[config.mk]
export PLATFORM = sky130hd
export DESIGN_NAME = ic_prio_ctrl
export DESIGN_NICKNAME = d
export VERILOG_FILES = /design/src/rtl/ic_prio_pkg.sv /design/src/rtl/ic_src_slice.sv /design/src/rtl/ic_prio_pick.sv /design/src/rtl/ic_ctrl_fsm.sv /design/src/rtl/ic_prio_ctrl.sv
export SDC_FILE = /design/constraint.sdc
export NUM_CORES = 1
export LEC_CHECK = 0
export CORE_ASPECT_RATIO = 1.1
export CORE_MARGIN = 2
export CORE_UTILIZATION = 45
export DETAILED_ROUTE_END_ITERATION = 10
export PLACE_DENSITY = 0.69
export REMOVE_ABC_BUFFERS = 1
export SLEW_MARGIN = 20
export SYNTH_ARGS = -nofsm -noshare
export SYNTH_HDL_FRONTEND = slang
export SYNTH_SLANG_ARGS = --single-unit
[constraint.sdc]
create_clock -name clk -period 3.7 [get_ports clk]
set_input_delay 0.74 -clock clk [delete_from_list [all_inputs] [get_ports clk]]
set_output_delay 0.74 -clock clk [all_outputs]
set_load 0.03 [all_outputs]
[src/rtl/ic_prio_pkg.sv]
`timescale 1ns/1ps
package ic_prio_pkg;
    localparam int SRC_N    = 13;
    localparam int EXT_N    = 6;
    localparam int INT_N    = 7;
    localparam int CTL_W    = 4;
    localparam int NEST_BIT = 3;
    localparam int VEC_W    = $clog2(SRC_N);

    typedef enum logic [1:0] {
        SK_INTERNAL,
        SK_EDGE_PIN,
        SK_LEVEL_PIN,
        SK_CFG_PIN
    } src_kind_e;

    // kind of each priority rank
    function automatic src_kind_e kind_of(input int rank);
        case (rank)
            1, 8, 9: return SK_CFG_PIN;
            2, 3:    return SK_LEVEL_PIN;
            6:       return SK_EDGE_PIN;
            default: return SK_INTERNAL;
        endcase
    endfunction

    // pin index for external ranks, request line for internal ranks
    function automatic int line_of(input int rank);
        case (rank)
            0:  return 0;
            1:  return 0;
            2:  return 1;
            3:  return 2;
            4:  return 1;
            5:  return 2;
            6:  return 3;
            7:  return 3;
            8:  return 4;
            9:  return 5;
            10: return 4;
            11: return 5;
            default: return 6;
        endcase
    endfunction

    // control bit that selects edge mode for configurable ranks
    function automatic int cfg_of(input int rank);
        case (rank)
            1:       return 2;
            8:       return 1;
            default: return 0;
        endcase
    endfunction
endpackage

[src/rtl/ic_src_slice.sv]
`timescale 1ns/1ps
module ic_src_slice
    import ic_prio_pkg::*;
#(
    parameter src_kind_e KIND        = SK_INTERNAL,
    parameter int        SYNC_STAGES = 2
) (
    input  logic clk,
    input  logic rst_n,
    input  logic pin_n,
    input  logic pulse,
    input  logic edge_mode,
    input  logic force_set,
    input  logic force_clr,
    input  logic take_clr,
    output logic req
);
    logic [SYNC_STAGES-1:0] sync_q;
    logic                   prev_q;
    logic                   pend_q;
    logic                   raw;
    logic                   edge_ev;
    logic                   lvl;

    always_ff @(posedge clk) begin
        if (!rst_n) begin
            sync_q <= '0;
            prev_q <= 1'b0;
        end else begin
            sync_q <= {sync_q[SYNC_STAGES-2:0], ~pin_n};
            prev_q <= raw;
        end
    end

    assign raw = sync_q[SYNC_STAGES-1];

    generate
        if (KIND == SK_LEVEL_PIN) begin : g_level
            assign lvl = 1'b1;
        end else if (KIND == SK_CFG_PIN) begin : g_cfg
            assign lvl = ~edge_mode;
        end else begin : g_edge
            assign lvl = 1'b0;
        end
    endgenerate

    assign edge_ev = (raw & ~prev_q) | pulse;

    always_ff @(posedge clk) begin
        if (!rst_n)
            pend_q <= 1'b0;
        else if (lvl)
            pend_q <= 1'b0;
        else
            pend_q <= (pend_q & ~(force_clr | take_clr)) | edge_ev | force_set;
    end

    assign req = lvl ? raw : pend_q;
endmodule

[src/rtl/ic_prio_pick.sv]
`timescale 1ns/1ps
module ic_prio_pick #(
    parameter int N = 13,
    parameter int W = $clog2(N)
) (
    input  logic [N-1:0] reqs,
    output logic         valid,
    output logic [W-1:0] idx,
    output logic [N-1:0] onehot
);
    always_comb begin
        idx = '0;
        for (int i = N - 1; i >= 0; i--) begin
            if (reqs[i]) idx = W'(i);
        end
        valid  = |reqs;
        onehot = valid ? (N'(1) << idx) : '0;
    end
endmodule

[src/rtl/ic_ctrl_fsm.sv]
`timescale 1ns/1ps
module ic_ctrl_fsm #(
    parameter int N = 13,
    parameter int W = $clog2(N)
) (
    input  logic         clk,
    input  logic         rst_n,
    input  logic         cand_valid,
    input  logic [W-1:0] cand_idx,
    input  logic [N-1:0] cand_onehot,
    input  logic         mask_wr,
    input  logic         gie,
    input  logic         nest_en,
    input  logic         isr_done,
    output logic         fire,
    output logic         take,
    output logic [W-1:0] vec,
    output logic [N-1:0] svc
);
    typedef enum logic [1:0] {ST_ARMED, ST_HOLD, ST_ACK} ctl_state_e;

    ctl_state_e   state_q, state_nx;
    logic [N-1:0] svc_low;
    logic [N-1:0] at_or_above;
    logic         svc_ok;

    assign svc_low     = svc & (~svc + N'(1));
    assign at_or_above = (cand_onehot << 1) - N'(1);
    assign svc_ok      = (svc == '0) || (nest_en && ((svc & at_or_above) == '0));

    always_comb begin
        fire     = 1'b0;
        state_nx = state_q;
        unique case (state_q)
            ST_ARMED: begin
                fire = ~mask_wr & gie & cand_valid & svc_ok;
                if (mask_wr)   state_nx = ST_HOLD;
                else if (fire) state_nx = ST_ACK;
                else           state_nx = ST_ARMED;
            end
            ST_HOLD:  state_nx = mask_wr ? ST_HOLD : ST_ARMED;
            ST_ACK:   state_nx = mask_wr ? ST_HOLD : ST_ARMED;
            default:  state_nx = ST_ARMED;
        endcase
    end

    always_ff @(posedge clk) begin
        if (!rst_n) state_q <= ST_ARMED;
        else        state_q <= state_nx;
    end

    always_ff @(posedge clk) begin
        if (!rst_n) begin
            take <= 1'b0;
            vec  <= '0;
            svc  <= '0;
        end else begin
            take <= fire;
            if (fire) vec <= cand_idx;
            svc  <= (isr_done ? (svc & ~svc_low) : svc) | (fire ? cand_onehot : '0);
        end
    end
endmodule

[src/rtl/ic_prio_ctrl.sv]
`timescale 1ns/1ps
module ic_prio_ctrl
    import ic_prio_pkg::*;
#(
    parameter int SYNC_STAGES = 2
) (
    input  logic             clk,
    input  logic             rst_n,
    input  logic [EXT_N-1:0] irq_pin_n,
    input  logic [INT_N-1:0] periph_req,
    input  logic             mask_wr,
    input  logic [SRC_N-1:0] mask_wdata,
    input  logic             ctl_wr,
    input  logic [CTL_W-1:0] ctl_wdata,
    input  logic             fc_wr,
    input  logic [SRC_N-1:0] fc_set,
    input  logic [SRC_N-1:0] fc_clr,
    input  logic             gie_on,
    input  logic             gie_off,
    input  logic             isr_done,
    output logic             take,
    output logic [VEC_W-1:0] vec
);
    localparam logic [SRC_N-1:0] UNMASKABLE = SRC_N'(1);

    logic [SRC_N-1:0] mask_q;
    logic [CTL_W-1:0] ctl_q;
    logic             gie_q;
    logic             nest_en;
    logic [SRC_N-1:0] req_w;
    logic [SRC_N-1:0] eff_w;
    logic [SRC_N-1:0] pin_w;
    logic [SRC_N-1:0] pulse_w;
    logic [SRC_N-1:0] emode_w;
    logic [SRC_N-1:0] take_clr_w;
    logic             cand_valid;
    logic [VEC_W-1:0] cand_idx;
    logic [SRC_N-1:0] cand_onehot;
    logic             fire;
    logic [SRC_N-1:0] svc_q;

    always_ff @(posedge clk) begin
        if (!rst_n) begin
            mask_q <= '0;
            ctl_q  <= '0;
            gie_q  <= 1'b1;
        end else begin
            if (mask_wr) mask_q <= mask_wdata;
            if (ctl_wr)  ctl_q  <= ctl_wdata;
            if (gie_off)     gie_q <= 1'b0;
            else if (gie_on) gie_q <= 1'b1;
        end
    end

    assign nest_en    = ctl_q[NEST_BIT];
    assign take_clr_w = fire ? cand_onehot : '0;

    for (genvar i = 0; i < SRC_N; i++) begin : g_src
        localparam src_kind_e K = kind_of(i);
        localparam int        L = line_of(i);
        if (K == SK_INTERNAL) begin : g_int
            assign pin_w[i]   = 1'b1;
            assign pulse_w[i] = periph_req[L];
        end else begin : g_ext
            assign pin_w[i]   = irq_pin_n[L];
            assign pulse_w[i] = 1'b0;
        end
        assign emode_w[i] = ctl_q[cfg_of(i)];

        ic_src_slice #(.KIND(K), .SYNC_STAGES(SYNC_STAGES)) u_slice (
            .clk       (clk),
            .rst_n     (rst_n),
            .pin_n     (pin_w[i]),
            .pulse     (pulse_w[i]),
            .edge_mode (emode_w[i]),
            .force_set (fc_wr & fc_set[i]),
            .force_clr (fc_wr & fc_clr[i]),
            .take_clr  (take_clr_w[i]),
            .req       (req_w[i])
        );
    end

    assign eff_w = req_w & (mask_q | UNMASKABLE);

    ic_prio_pick #(.N(SRC_N), .W(VEC_W)) u_pick (
        .reqs   (eff_w),
        .valid  (cand_valid),
        .idx    (cand_idx),
        .onehot (cand_onehot)
    );

    ic_ctrl_fsm #(.N(SRC_N), .W(VEC_W)) u_fsm (
        .clk         (clk),
        .rst_n       (rst_n),
        .cand_valid  (cand_valid),
        .cand_idx    (cand_idx),
        .cand_onehot (cand_onehot),
        .mask_wr     (mask_wr),
        .gie         (gie_q),
        .nest_en     (nest_en),
        .isr_done    (isr_done),
        .fire        (fire),
        .take        (take),
        .vec         (vec),
        .svc         (svc_q)
    );
endmodule

; ---- Yosys cells after proc, flatten, opt, wreduce, memory -nomap -nowiden
; Cells that the tools add are included.
[word_totals]
input_bits = 64
reg_bits = 86
elab_cells = 214
[classes]
add_sub_neg = 2
reduce_logical = 11
n_mux = 26
bitwise_logic = 123
shifts = 1
n_eq_ne = 2
[ops]
columns = op, count
row1 = 13-bit bitwise AND, 4
row2 = 4-bit two-way mux, 13
row3 = 1-bit bitwise AND, 47
row4 = 1-bit bitwise OR, 40
row5 = 13-bit two-way mux, 3
row6 = 1-bit NOT, 29
row7 = 13-bit zero test, 2
row8 = 13-bit NOT, 2
row9 = "13-bit by 1-bit adder with 13-bit output, second input constant", 1
row10 = 13-bit bitwise OR, 1
row11 = 13-bit OR reduction, 1
row12 = "1-bit by 4-bit left shift with 13-bit output, first input constant", 1
row13 = "13-bit by 1-bit subtractor with 13-bit output, second input constant", 1
row14 = 1-bit two-way mux, 7
row15 = 2-bit AND reduction, 3
row16 = 2-bit two-way mux, 2
row17 = 2-bit one-hot mux with 2 select lines, 1
row18 = "2-bit by 1-bit == test with 1-bit output, second input constant", 1
row19 = "2-bit == test, second input constant", 1
row20 = 2-bit zero test, 1
row21 = 2-bit nonzero test, 1
row22 = 2-bit OR reduction, 1
row23 = 1-bit logical AND, 1
row24 = 1-bit logical OR, 1

; ---- Longest topological paths before layout
; Gate-level depths: netlist of the first run.
[logic_depth]
word_depth = 30
ltp_mapped = 13
mapped_depth_nobuf = 12

; ---- Hierarchy
; A second synthesis of the first run with hierarchy kept.
[hier_totals]
hier_cells = 420
area_unflattened_um2 = 3976.3
[by_module_without_submodules]
columns = module, seq_area_each_um2, area_each_um2, cells_each, n_inst
row1 = ic_ctrl_fsm, 400.4, 1121.1, 138, 1
row2 = ic_src_slice (g_src[0].u_slice ...), 80.1, 132.6, 10, 8
row3 = ic_prio_ctrl, 340.3, 967.2, 110, 1
row4 = ic_src_slice (g_src[1].u_slice ...), 80.1, 138.9, 13, 3
row5 = ic_prio_pick, 0.0, 290.3, 45, 1
row6 = ic_src_slice (g_src[2].u_slice ...), 40.0, 60.1, 4, 2

; ---- Least setup slack after synthesis of the first run
; No wires, ideal clock.
[synth_path]
path_kind = reg2reg
start = register ctl_q[2]
end = register g_src[11].u_slice.pend_q
arrival_time_ps = 3095
synth_period_minus_slack_ps = 3210
setup_ps = 115
path_stages_with_launch = 14
slack_ps = 490
required_ps = 3585
cell_sequence = dfxtp_1 > mux2_4 > nand3_1 > ha_1 > buf_1 > inv_1 > o2111a_1 > a2111oi_0 > o211ai_1 > or4_4 > o31ai_4 > buf_4 > a31oi_1 > o21a_1
[synth_via]
elab_chain_cells = 19
elab_cells_between_ends = 21
[synth_rtl]
columns = element, line_no
row1 = "start, declared", ic_prio_ctrl.sv:27  ; logic [CTL_W-1:0] ctl_q;
row2 = "start signal, assigned", ic_prio_ctrl.sv:49  ; if (ctl_wr) ctl_q <= ctl_wdata;
row3 = 1-bit two-way mux (*), ic_src_slice.sv:58  ; assign req = lvl ? raw : pend_q;
row4 = 13-bit bitwise AND (*), ic_prio_ctrl.sv:83  ; assign eff_w = req_w & (mask_q | UNMASKABLE);
row5 = 4-bit two-way mux (2 in a row), ic_prio_pick.sv:14  ; if (reqs[i]) idx = W'(i);
row6 = 1-bit by 4-bit left shift with 13-bit output, ic_prio_pick.sv:17  ; onehot = valid ? (N'(1) << idx) : '0;
row7 = 13-bit two-way mux, ic_prio_pick.sv:17
row8 = 13-bit by 1-bit subtractor with 13-bit output, ic_ctrl_fsm.sv:28  ; assign at_or_above = (cand_onehot << 1) - N'(1);
row9 = 13-bit bitwise AND, ic_ctrl_fsm.sv:29  ; assign svc_ok = (svc == '0) || (nest_en && ((svc & at_or_above) == '0));
row10 = 13-bit zero test, ic_ctrl_fsm.sv:29
row11 = 1-bit logical AND, ic_ctrl_fsm.sv:29
row12 = 1-bit logical OR, ic_ctrl_fsm.sv:29
row13 = 1-bit bitwise AND, ic_ctrl_fsm.sv:36  ; fire = ~mask_wr & gie & cand_valid & svc_ok;
row14 = 1-bit two-way mux, ic_ctrl_fsm.sv:34  ; unique case (state_q)
row15 = 13-bit two-way mux (*), ic_prio_ctrl.sv:56  ; assign take_clr_w = fire ? cand_onehot : '0;
row16 = 1-bit bitwise OR (*), ic_src_slice.sv:55  ; pend_q <= (pend_q & ~(force_clr | take_clr)) | edge_ev | force_set;
row17 = 1-bit NOT (*), ic_src_slice.sv:55
row18 = 1-bit bitwise AND (*), ic_src_slice.sv:55
row19 = 1-bit bitwise OR (*) (2 in a row), ic_src_slice.sv:55
row20 = "end signal, assigned", ic_src_slice.sv:55
row21 = "end, declared", ic_src_slice.sv:20  ; logic pend_q;
; Mark *: on every way between the ends. The rest lies on a longest branch, timed or not.
; A chain may end at the register's enable or synchronous reset.

; ---- Final worst setup path of the first run
[layout_path]
start = register g_src[1].u_slice.sync_q[1]
end = register g_src[7].u_slice.pend_q
[layout_via]
elab_chain_cells = 19
elab_cells_between_ends = 21
[layout_rtl]
columns = element, line_no
row1 = "start, declared", ic_src_slice.sv:18  ; logic [SYNC_STAGES-1:0] sync_q;
row2 = "start signal, assigned", ic_src_slice.sv:30  ; sync_q <= {sync_q[SYNC_STAGES-2:0], ~pin_n};
row3 = 1-bit two-way mux (*), ic_src_slice.sv:58
row4 = 13-bit bitwise AND (*), ic_prio_ctrl.sv:83
row5 = 4-bit two-way mux (2 in a row), ic_prio_pick.sv:14
row6 = 1-bit by 4-bit left shift with 13-bit output, ic_prio_pick.sv:17
row7 = 13-bit two-way mux, ic_prio_pick.sv:17
row8 = 13-bit by 1-bit subtractor with 13-bit output, ic_ctrl_fsm.sv:28
row9 = 13-bit bitwise AND, ic_ctrl_fsm.sv:29
row10 = 13-bit zero test, ic_ctrl_fsm.sv:29
row11 = 1-bit logical AND, ic_ctrl_fsm.sv:29
row12 = 1-bit logical OR, ic_ctrl_fsm.sv:29
row13 = 1-bit bitwise AND, ic_ctrl_fsm.sv:36
row14 = 1-bit two-way mux, ic_ctrl_fsm.sv:34
row15 = 13-bit two-way mux (*), ic_prio_ctrl.sv:56
row16 = 1-bit bitwise OR (*), ic_src_slice.sv:55
row17 = 1-bit NOT (*), ic_src_slice.sv:55
row18 = 1-bit bitwise AND (*), ic_src_slice.sv:55
row19 = 1-bit bitwise OR (*) (2 in a row), ic_src_slice.sv:55
row20 = "end signal, assigned", ic_src_slice.sv:55
row21 = "end, declared", ic_src_slice.sv:20
; Marks and branches as above.

==> results of run 1 <==
[placed cells by master, fill, tap and decap left out, types with 11 or more instances in the layout]
master,Yosys,layout
nor2_1,15,15
dfxtp_1,64,64
clkbuf_8,0,11
nor2b_1,23,23
and2_1,13,13
buf_4,1,11
mux2i_1,19,19
inv_1,19,19
a21oi_1,13,13
clkdlybuf4s50_1,0,62
nand2_1,37,37
[routing by layer]
| metal | wire length (um) | up-vias | track usage [%] |
|---|---|---|---|
| met5 | 0 | - | 0 |
| met4 | 214 | 0 | 11.07 |
| met3 | 433 | 17 | 4.364 |
| met2 | 3859 | 87 | 36.29 |
| met1 | 3599 | 1303 | 27.13 |
| li1 | - | 1416 | - |
[flip-flops by register name (all words and copies together) (netlist names), 2 cells and up]
signal and flops:
g_src.u_slice.req 8, g_src.u_slice.sync_q 12, ctl_q 4, g_src.u_slice.pend_q 3, g_src.u_slice.prev_q 4, u_fsm.state_q 2
u_fsm.svc 13, u_fsm.vec 4, mask_q 12
[through the flow]
stage                     setup slack (ps)  setup TNS [ps]
after global placement               286.0               0
after floorplan                      461.6               0
final                                205.2               0
after CTS                            155.9               0
after detailed placement             176.6               0
after global routing                -26.03          -94.30
[path summary, 6_finish.rpt]
| check | cells after the start | slack, ps | start | to |
|---|---|---|---|---|
| worst min register to register | 1 | 430 | g_src[3].u_slice.sync_q[0]$_SDFF_PN0_ | g_src[3].u_slice.sync_q[1]$_SDFF_PN0_ |
| worst min-delay path | 1 | 430 | g_src[3].u_slice.sync_q[0]$_SDFF_PN0_ | g_src[3].u_slice.sync_q[1]$_SDFF_PN0_ |
| worst max-delay path | 12 | 210 | g_src[1].u_slice.sync_q[1]$_SDFF_PN0_ | g_src[7].u_slice.req$_SDFF_PN0_ |
| worst max register to register | 12 | 210 | g_src[1].u_slice.sync_q[1]$_SDFF_PN0_ | g_src[7].u_slice.req$_SDFF_PN0_ |
[cell families (layout without fill, tap and decap cells)]
| family | Yosys count | in the layout | synth area share [%] |
|---|---|---|---|
| compound gates | 99 | 99 | 25.02 |
| fa+ha+maj | 3 | 3 | 1.209 |
| buf+inv | 34 | 110 | 4.230 |
| xor+xnor | 1 | 1 | 0.2821 |
| flops | 64 | 64 | 41.26 |
| simple gates | 124 | 124 | 21.03 |
| mux | 21 | 21 | 6.970 |
[cell type report]
cell class	count	area, um2
Fill cell	600	2587
Inverter	20	75.07
Clock buffer	12	155.1
Sequential cell	64	1281
Timing Repair Buffer	74	708.2
Clock inverter	4	28.78
Multi-Input combinational cell	248	1694
Tap cell	82	102.6
[worst max-delay path: cells and delay by family, from the launching register on]
kind / cells / cell delay, ps
adders and majority gates: 1 / 220
AOI/OAI and AO/OA: 5 / 1370
DFF: 1 / 370
buffers and inverters: 2 / 460
muxes: 1 / 200
and+or+nand+nor: 3 / 770
[power by group through the flow]
stage | sequential, mW | clock (mW) | combinational [mW]
2_1_floorplan | 0.758 | 0 | 0.123
5_1_grt | 0.748 | 0.596 | 0.285
4_1_cts | 0.743 | 0.563 | 0.261
3_3_place_gp | 0.757 | 0 | 0.258
6_report | 0.743 | 0.555 | 0.260
3_5_place_dp | 0.759 | 0 | 0.259
==> flow_summary.json, run 1 <==
{
  "ys.flop_type": "dfxtp_1",
  "cp-start-kind": "flip-flop",
  "drt-vias-per-instance": 5.601,
  "antenna_found_initial": 0,
  "slowest_stage": "a2111oi_1",
  "fin_nets": 484,
  "die_y_um": 91.13,
  "cp.arrival_ps": 3730,
  "numPortBuffers": 63,
  "drive_gt1_share_pct": 9.242,
  "synth-seq-area-share_pct": 41.26,
  "yosysMostFrequentCell": "dfxtp_1",
  "post_cts_buffers": 0,
  "grtUsageTotal_pct": 21.96,
  "routedWlPerCell_um": 16.09,
  "pwr-share-comb_pct": 16.7,
  "drcViolationCount": 0,
  "cp_common_cell": "buf_4",
  "yosys-top-cells-count": "64 x dfxtp_1, 37 x nand2_1, 23 x nor2b_1",
  "swShare_pct": 27.28,
  "area_delta_synth_final_pct": 30.26,
  "worst_pin_slew_ps": 980.6,
  "n_antenna_cell": 0,
  "worstPathCellList": "mux2_4 > nand3_1 > ha_1 > buf_4 > and2_1 > a2111oi_1 > o211ai_1 > or4_4 > o31ai_4 > buf_4 > a31oi_1 > o21a_1",
  "power_density_nw_per_um2": 385.2,
  "ctsRootBufferMaster": "clkbuf_8",
  "p_sw_mw": 0.4250,
  "min_period_over_period_pct": 94.45,
  "start_util_pct": 46.82,
  "std_cell_rows": 31,
  "die_w_um": 83.21,
  "status": "completed",
  "gr-total-overflow": 0,
  "yosys.area.top_type_share_pct": 41.26,
  "placed_area_um2": 3860,
  "cts_tree": "yes",
  "cts.sink_count": 64,
  "cp.required_ps": 3940,
  "drv_slew": 0,
  "ir_drop_uv": 266.1,
  "critPathMaxFanout": 14,
  "end_kind": "flip-flop",
  "clkTransAtPathRegs_ps": 80,
  "timing.hold.ws_ps": 433.1,
  "drt_wl_total_mm": 8.107,
  "crit_type": "reg2reg",
  "ctsHoldBuffers": 0,
  "die_area_um2": 7582,
  "postLayoutCellArea_um2": 4045,
  "fin_util_pct": 60.99,
  "firstDrtPassIters": 4,
  "cap_violations": 0,
  "min_path_type": "reg2reg",
  "power_frac_seq_pct": 47.7,
  "p_total_mw": 1.558,
  "syn_area_per_cell_um2": 8.975,
  "finalSetupViolCount": 0,
  "clock_latency_ps": 340,
  "num_vias": 2823,
  "stdcell_count": 504,
  "ant_nets": 0,
  "synth_cells": 346,
  "hpwlAfterDp_mm": 5.926,
  "hold_viol": 0,
  "synth-edff-count": 0,
  "skew_ps": 9.826,
  "async_flop_share_pct": 0,
  "clock_power_share_pct": 35.6,
  "synthDistinctLibCells": 64,
  "h-tree-depth": 3,
  "synthTopCellsByArea": "dfxtp_1 41%, mux2i_1 6.1%, nor2b_1 4.6%",
  "grt_max_degree": 36,
  "cts-resized-gates": 0,
  "synth_top_cell_by_area": "dfxtp_1",
  "period_needed_ps": 3495,
  "synth_seq_cells": 64,
  "clock_path_buffers": 2,
  "grt_pass1_vias": 2726,
  "power.internal_mw": 1.133,
  "power_leakage_nw": 1.568,
  "grt_pass1_wl_mm": 13.23,
  "relSlewSlack_pct": 34.42,
  "io_pins": 69,
  "dr.first_iter.drc_count": 167,
  "cts_inserted_buffers": 9,
  "place_congestion": 0.8998,
  "ys_warn_count": 0,
  "placedCellCount": 488,
  "core_um2": 6633,
  "netlist_area_um2": 3105,
  "timing.fmax_mhz": 286.1,
  "cpPeakStageDelay_ps": 540
}
Note: power is estimated with default switching activity, not from simulation.
==> inputs of run 2 (changes only) <==
--- a/config.mk
+++ b/config.mk
@@ -7,5 +7,5 @@
 export LEC_CHECK = 0
 export CORE_ASPECT_RATIO = 1.1
-export CORE_MARGIN = 2
+export CORE_MARGIN = 1
 export CORE_UTILIZATION = 45
 export DETAILED_ROUTE_END_ITERATION = 10
==> constraint.sdc (replaced) <==
create_clock -name clk -period 3.7 [get_ports clk]
set_input_delay 0.74 -clock clk [delete_from_list [all_inputs] [get_ports clk]]
set_output_delay 0.74 -clock clk [all_outputs]
set_load 0.02 [all_outputs]
==> run 2 against run 1 <==
Via count grew 0.67%. Critical path depth is the same. Power grew 4.3%. Core utilization grew 0.26 points. Global-route usage grew 2.9 points. Setup slack gained 60 ps. Sequential power is essentially flat. Clock power grew 12%. Largest power group unchanged.
==> flow_summary.json, run 2 (synthesis gave the netlist of run 1 again) <==
{
  "status": "completed",
  "cts_tree": "yes",
  "skew_ps": 7.408,
  "h-tree-depth": 3,
  "end_kind": "flip-flop",
  "place_congestion": 0.8974,
  "die_y_um": 89.13,
  "crit_type": "reg2reg",
  "numPortBuffers": 63,
  "ctsHoldBuffers": 0,
  "io_pins": 69,
  "cp.arrival_ps": 3680,
  "worstPathCellList": "mux2_4 > nand3_1 > ha_1 > buf_4 > and2_1 > a2111oi_0 > o211ai_1 > or4_4 > o31ai_4 > buf_4 > a31oi_1 > o21a_1",
  "grtUsageTotal_pct": 24.84,
  "min_path_type": "reg2reg",
  "cts.sink_count": 64,
  "cts-resized-gates": 0,
  "top_regs": "u_fsm.svc x13, g_src.u_slice.sync_q x12, mask_q x12",
  "start_util_pct": 46.82,
  "post_cts_buffers": 0,
  "drt_wl_total_mm": 8.070,
  "power_leakage_nw": 1.573,
  "drt-vias-per-instance": 5.639,
  "finalSetupViolCount": 0,
  "cp.required_ps": 3950,
  "period_needed_ps": 3435,
  "placedCellCount": 488,
  "route.met2.wl_mm": 3.788,
  "min_period_over_period_pct": 92.84,
  "grt_pass1_vias": 2678,
  "routed-wl-met3_um": 420,
  "n_antenna_cell": 0,
  "slowest_stage": "a2111oi_0",
  "clock_latency_ps": 350,
  "firstDrtPassIters": 4,
  "final_cell_mix": "64 x dfxtp_1, 62 x clkdlybuf4s50_1, 37 x nand2_1",
  "fin_util_pct": 61.25,
  "routedWlPerCell_um": 16.01,
  "drcViolationCount": 0,
  "relSlewSlack_pct": 39.91,
  "std_cell_rows": 31,
  "rsz0062_at_grt": "no",
  "clock_path_buffers": 2,
  "timing.fmax_mhz": 291.1,
  "top_register": "u_fsm.svc",
  "hold_viol": 0,
  "cap_violations": 0,
  "fin_nets": 484,
  "placed_area_um2": 3860,
  "crit_buf_inv": 2,
  "die_area_um2": 7237,
  "largest_reg_flops": 13,
  "grt_max_degree": 39,
  "ctsRootBufferMaster": "clkbuf_8",
  "setup_tns_ps": 0,
  "grt_pass1_wl_mm": 13.24,
  "cp-start-kind": "flip-flop",
  "num-fill-cells": 628,
  "ir_drop_uv": 212.3,
  "stdcell_count": 504,
  "area_delta_synth_final_pct": 30.82,
  "cpPeakStageDelay_ps": 530,
  "antenna_found_initial": 0,
  "power_density_nw_per_um2": 399.9,
  "worst_pin_slew_ps": 898.6,
  "layout_commonest_cell": "dfxtp_1",
  "met1_length_mm": 3.645,
  "cp_common_cell": "buf_4",
  "cts_inserted_buffers": 9,
  "critPathMaxFanout": 14,
  "hpwlAfterDp_mm": 5.862,
  "core_um2": 6633,
  "postLayoutCellArea_um2": 4063,
  "drv_slew": 0,
  "timing.hold.ws_ps": 436.4,
  "routed.top_layer": "met4",
  "die_w_um": 81.21,
  "dr.first_iter.drc_count": 142,
  "clkTransAtPathRegs_ps": 80,
  "num_vias": 2842,
  "critical-path-top-delay-family": "compound AO/OA/AOI/OAI gates",
  "gr-total-overflow": 0,
  "drive_gt1_share_pct": 9.479,
  "ant_nets": 0
}
[run 2: cell type report]
class / count / area, um2 / share of cell area [%]
Clock buffer: 9 / 123.9 / 3.049
Multi-Input combinational cell: 248 / 1693 / 41.67
Inverter: 20 / 75.07 / 1.848
Timing Repair Buffer: 74 / 708.2 / 17.43
Clock inverter: 7 / 78.83 / 1.940
Sequential cell: 64 / 1281 / 31.54
Tap cell: 82 / 102.6 / 2.525
[run 2: power breakdown]
part	internal, mW	switching [mW]	total [mW]
logic	0.133	0.124	0.257
clock network	0.318	0.306	0.624
registers	0.719	0.0251	0.744
[run 2: final timing paths]
check,from,endpoint,slack (ps),cells after the start
worst max-delay path,g_src[1].u_slice.sync_q[1]$_SDFF_PN0_,g_src[7].u_slice.req$_SDFF_PN0_,260,12
worst min-delay path,g_src[1].u_slice.sync_q[0]$_SDFF_PN0_,g_src[1].u_slice.sync_q[1]$_SDFF_PN0_,440,1
worst max register to register,g_src[1].u_slice.sync_q[1]$_SDFF_PN0_,g_src[7].u_slice.req$_SDFF_PN0_,260,12
worst min register to register,g_src[1].u_slice.sync_q[0]$_SDFF_PN0_,g_src[1].u_slice.sync_q[1]$_SDFF_PN0_,440,1
[run 2: metal layers]
| layer | GRT usage, % | vias to the layer above |
|---|---|---|
| met5 | 0 | - |
| met4 | 12.82 | 0 |
| met3 | 5.816 | 18 |
| met2 | 40.57 | 84 |
| met1 | 30.45 | 1324 |
| li1 | - | 1416 |
[run 2: stage by stage]
step           setup WS (ps)  power (mW)
2_1_floorplan          461.6      0.8796
3_3_place_gp           280.5       1.012
3_5_place_dp           277.3       1.015
4_1_cts                244.0       1.637
5_1_grt                34.09       1.707
6_report               265.0       1.625
==> inputs of run 3 (changes only) <==
- clock period: 3.7 -> 4 ns (I/O delays scaled with it)
==> run 3 against run 2 <==
Via count fell by 1.5%. First-iteration DRC count shrank 22%. Clock power is 11% lower. Setup slack improved by 250 ps. Critical path type unchanged.
==> flow_summary.json, run 3 (synthesis gave the netlist of run 1 again) <==
{
  "top_regs": "u_fsm.svc x13, g_src.u_slice.sync_q x12, mask_q x12",
  "grt_max_degree": 45,
  "power_density_nw_per_um2": 366.8,
  "h-tree-depth": 3,
  "num_vias": 2800,
  "gr-usage-met1_pct": 28.24,
  "cts_inserted_buffers": 9,
  "swShare_pct": 27.41,
  "drv_slew": 0,
  "fin_nets": 480,
  "use_met3_pct": 4.286,
  "power_leakage_nw": 1.555,
  "crit_type": "reg2reg",
  "die_area_um2": 7237,
  "rsz0062_at_grt": "no",
  "postLayoutCellArea_um2": 4026,
  "cts_tree": "yes",
  "final_cell_mix": "64 x dfxtp_1, 62 x clkdlybuf4s50_1, 37 x nand2_1",
  "numPortBuffers": 63,
  "hold_viol": 0,
  "cp.required_ps": 4250,
  "cp.arrival_ps": 3730,
  "clock_power_share_pct": 37.7,
  "skew_ps": 6.199,
  "use_met2_pct": 40.18,
  "cts-resized-gates": 0,
  "top_register": "u_fsm.svc",
  "clock_latency_ps": 350,
  "p_sw_mw": 0.4047,
  "drive_gt1_share_pct": 8.612,
  "n_antenna_cell": 0,
  "power_frac_seq_pct": 46.7,
  "ir_drop_uv": 257.3,
  "critPathMaxFanout": 15,
  "end_kind": "flip-flop",
  "fin_ws_ps": 519.8,
  "setup_tns_ps": 0,
  "io_pins": 69,
  "dr.first_iter.drc_count": 111,
  "relSlewSlack_pct": 36.30,
  "drt_wl_total_mm": 7.825,
  "std_cell_rows": 31,
  "start_util_pct": 46.82,
  "clock_path_buffers": 2,
  "worst_pin_slew_ps": 952.5,
  "gr-max-usage-layer": "met2",
  "post_cts_buffers": 0,
  "drt-vias-per-instance": 5.600,
  "layout_commonest_cell": "dfxtp_1",
  "clkTransAtPathRegs_ps": 80,
  "firstDrtPassIters": 5,
  "grt_pass1_wl_mm": 12.58,
  "pwr-share-comb_pct": 15.6,
  "largest_reg_flops": 13,
  "area_delta_synth_final_pct": 29.65,
  "timing.hold.ws_ps": 435.6,
  "core_um2": 6633,
  "num-fill-cells": 612,
  "die_y_um": 89.13,
  "gr-total-overflow": 0,
  "min_path_type": "reg2reg",
  "cp-start-kind": "flip-flop",
  "status": "completed",
  "antenna_found_initial": 0,
  "hpwlAfterDp_mm": 5.742,
  "ctsRootBufferMaster": "clkbuf_8",
  "timing.fmax_mhz": 287.3,
  "period_needed_ps": 3480,
  "cts.sink_count": 64,
  "dp_slack_ps": 545.2,
  "ctsHoldBuffers": 0,
  "drcViolationCount": 0,
  "placed_area_um2": 3830,
  "min_period_over_period_pct": 87.01,
  "grt_pass1_vias": 2596,
  "fin_util_pct": 60.71,
  "cap_violations": 0,
  "finalSetupViolCount": 0,
  "power.internal_mw": 1.072,
  "routedWlPerCell_um": 15.65,
  "ant_nets": 0,
  "place_congestion": 0.8759,
  "die_w_um": 81.21,
  "grtUsageTotal_pct": 23.63
}
-- run 3: changes by cell type in the layout (fill, tap and decap cells not counted) --
cell and delta:
buf_4 -4, inv_6 -3, clkinv_2 +2, clkinv_4 +2, clkinvlp_4 -1
-- run 3: through the flow --
stage / total power [mW] / std cells
after floorplan: 0.8136 / 332
after global placement: 0.9318 / 484
after detailed placement: 0.9346 / 484
after CTS: 1.483 / 500
after global routing: 1.542 / 500
final: 1.477 / 500
-- run 3: worst paths after layout --
| check | startpoint | to | slack [ps] | depth (start not counted) |
|---|---|---|---|---|
| setup / recovery | ctl_q[2]$_SDFFE_PN0P_ | g_src[7].u_slice.req$_SDFF_PN0_ | 520 | 12 |
| hold / removal | g_src[8].u_slice.sync_q[0]$_SDFF_PN0_ | g_src[8].u_slice.sync_q[1]$_SDFF_PN0_ | 440 | 1 |
| setup reg to reg | ctl_q[2]$_SDFFE_PN0P_ | g_src[7].u_slice.req$_SDFF_PN0_ | 520 | 12 |
| hold reg to reg | g_src[8].u_slice.sync_q[0]$_SDFF_PN0_ | g_src[8].u_slice.sync_q[1]$_SDFF_PN0_ | 440 | 1 |
-- run 3: layout make-up --
type	instances	area (um2)	share of cell area (%)
clock inverters	7	72.57	1.802
well taps	82	102.6	2.548
repair buffers	70	678.2	16.84
multi-input cells	248	1693	42.04
inverters	20	75.07	1.865
flip-flops and latches	64	1281	31.82
clock buffers	9	123.9	3.076
-- run 3: layer usage --
| metal | share of wire, % | vias up |
|---|---|---|
| met5 | 0 | - |
| met4 | 2.2 | 0 |
| met3 | 5.0 | 12 |
| met2 | 48 | 76 |
| met1 | 45 | 1298 |
| li1 | - | 1414 |
-- run 3: critical path, stage by stage, from the launching register on --
cell	delay, ps
dfxtp_1	430
mux2_4	220
nand3_1	120
ha_1	230
buf_4	170
and2_1	160
a2111oi_0	460
o211ai_1	190
or4_4	470
o31ai_4	330
buf_4	300
a31oi_1	120
o21a_1	180
-- run 3: power by group through the flow --
stage	clock network (mW)	registers, mW	logic, mW
floorplan	0	0.700	0.114
global placement	0	0.704	0.228
detailed placement	0	0.705	0.230
CTS	0.562	0.690	0.231
global route	0.595	0.694	0.253
finish	0.556	0.690	0.230
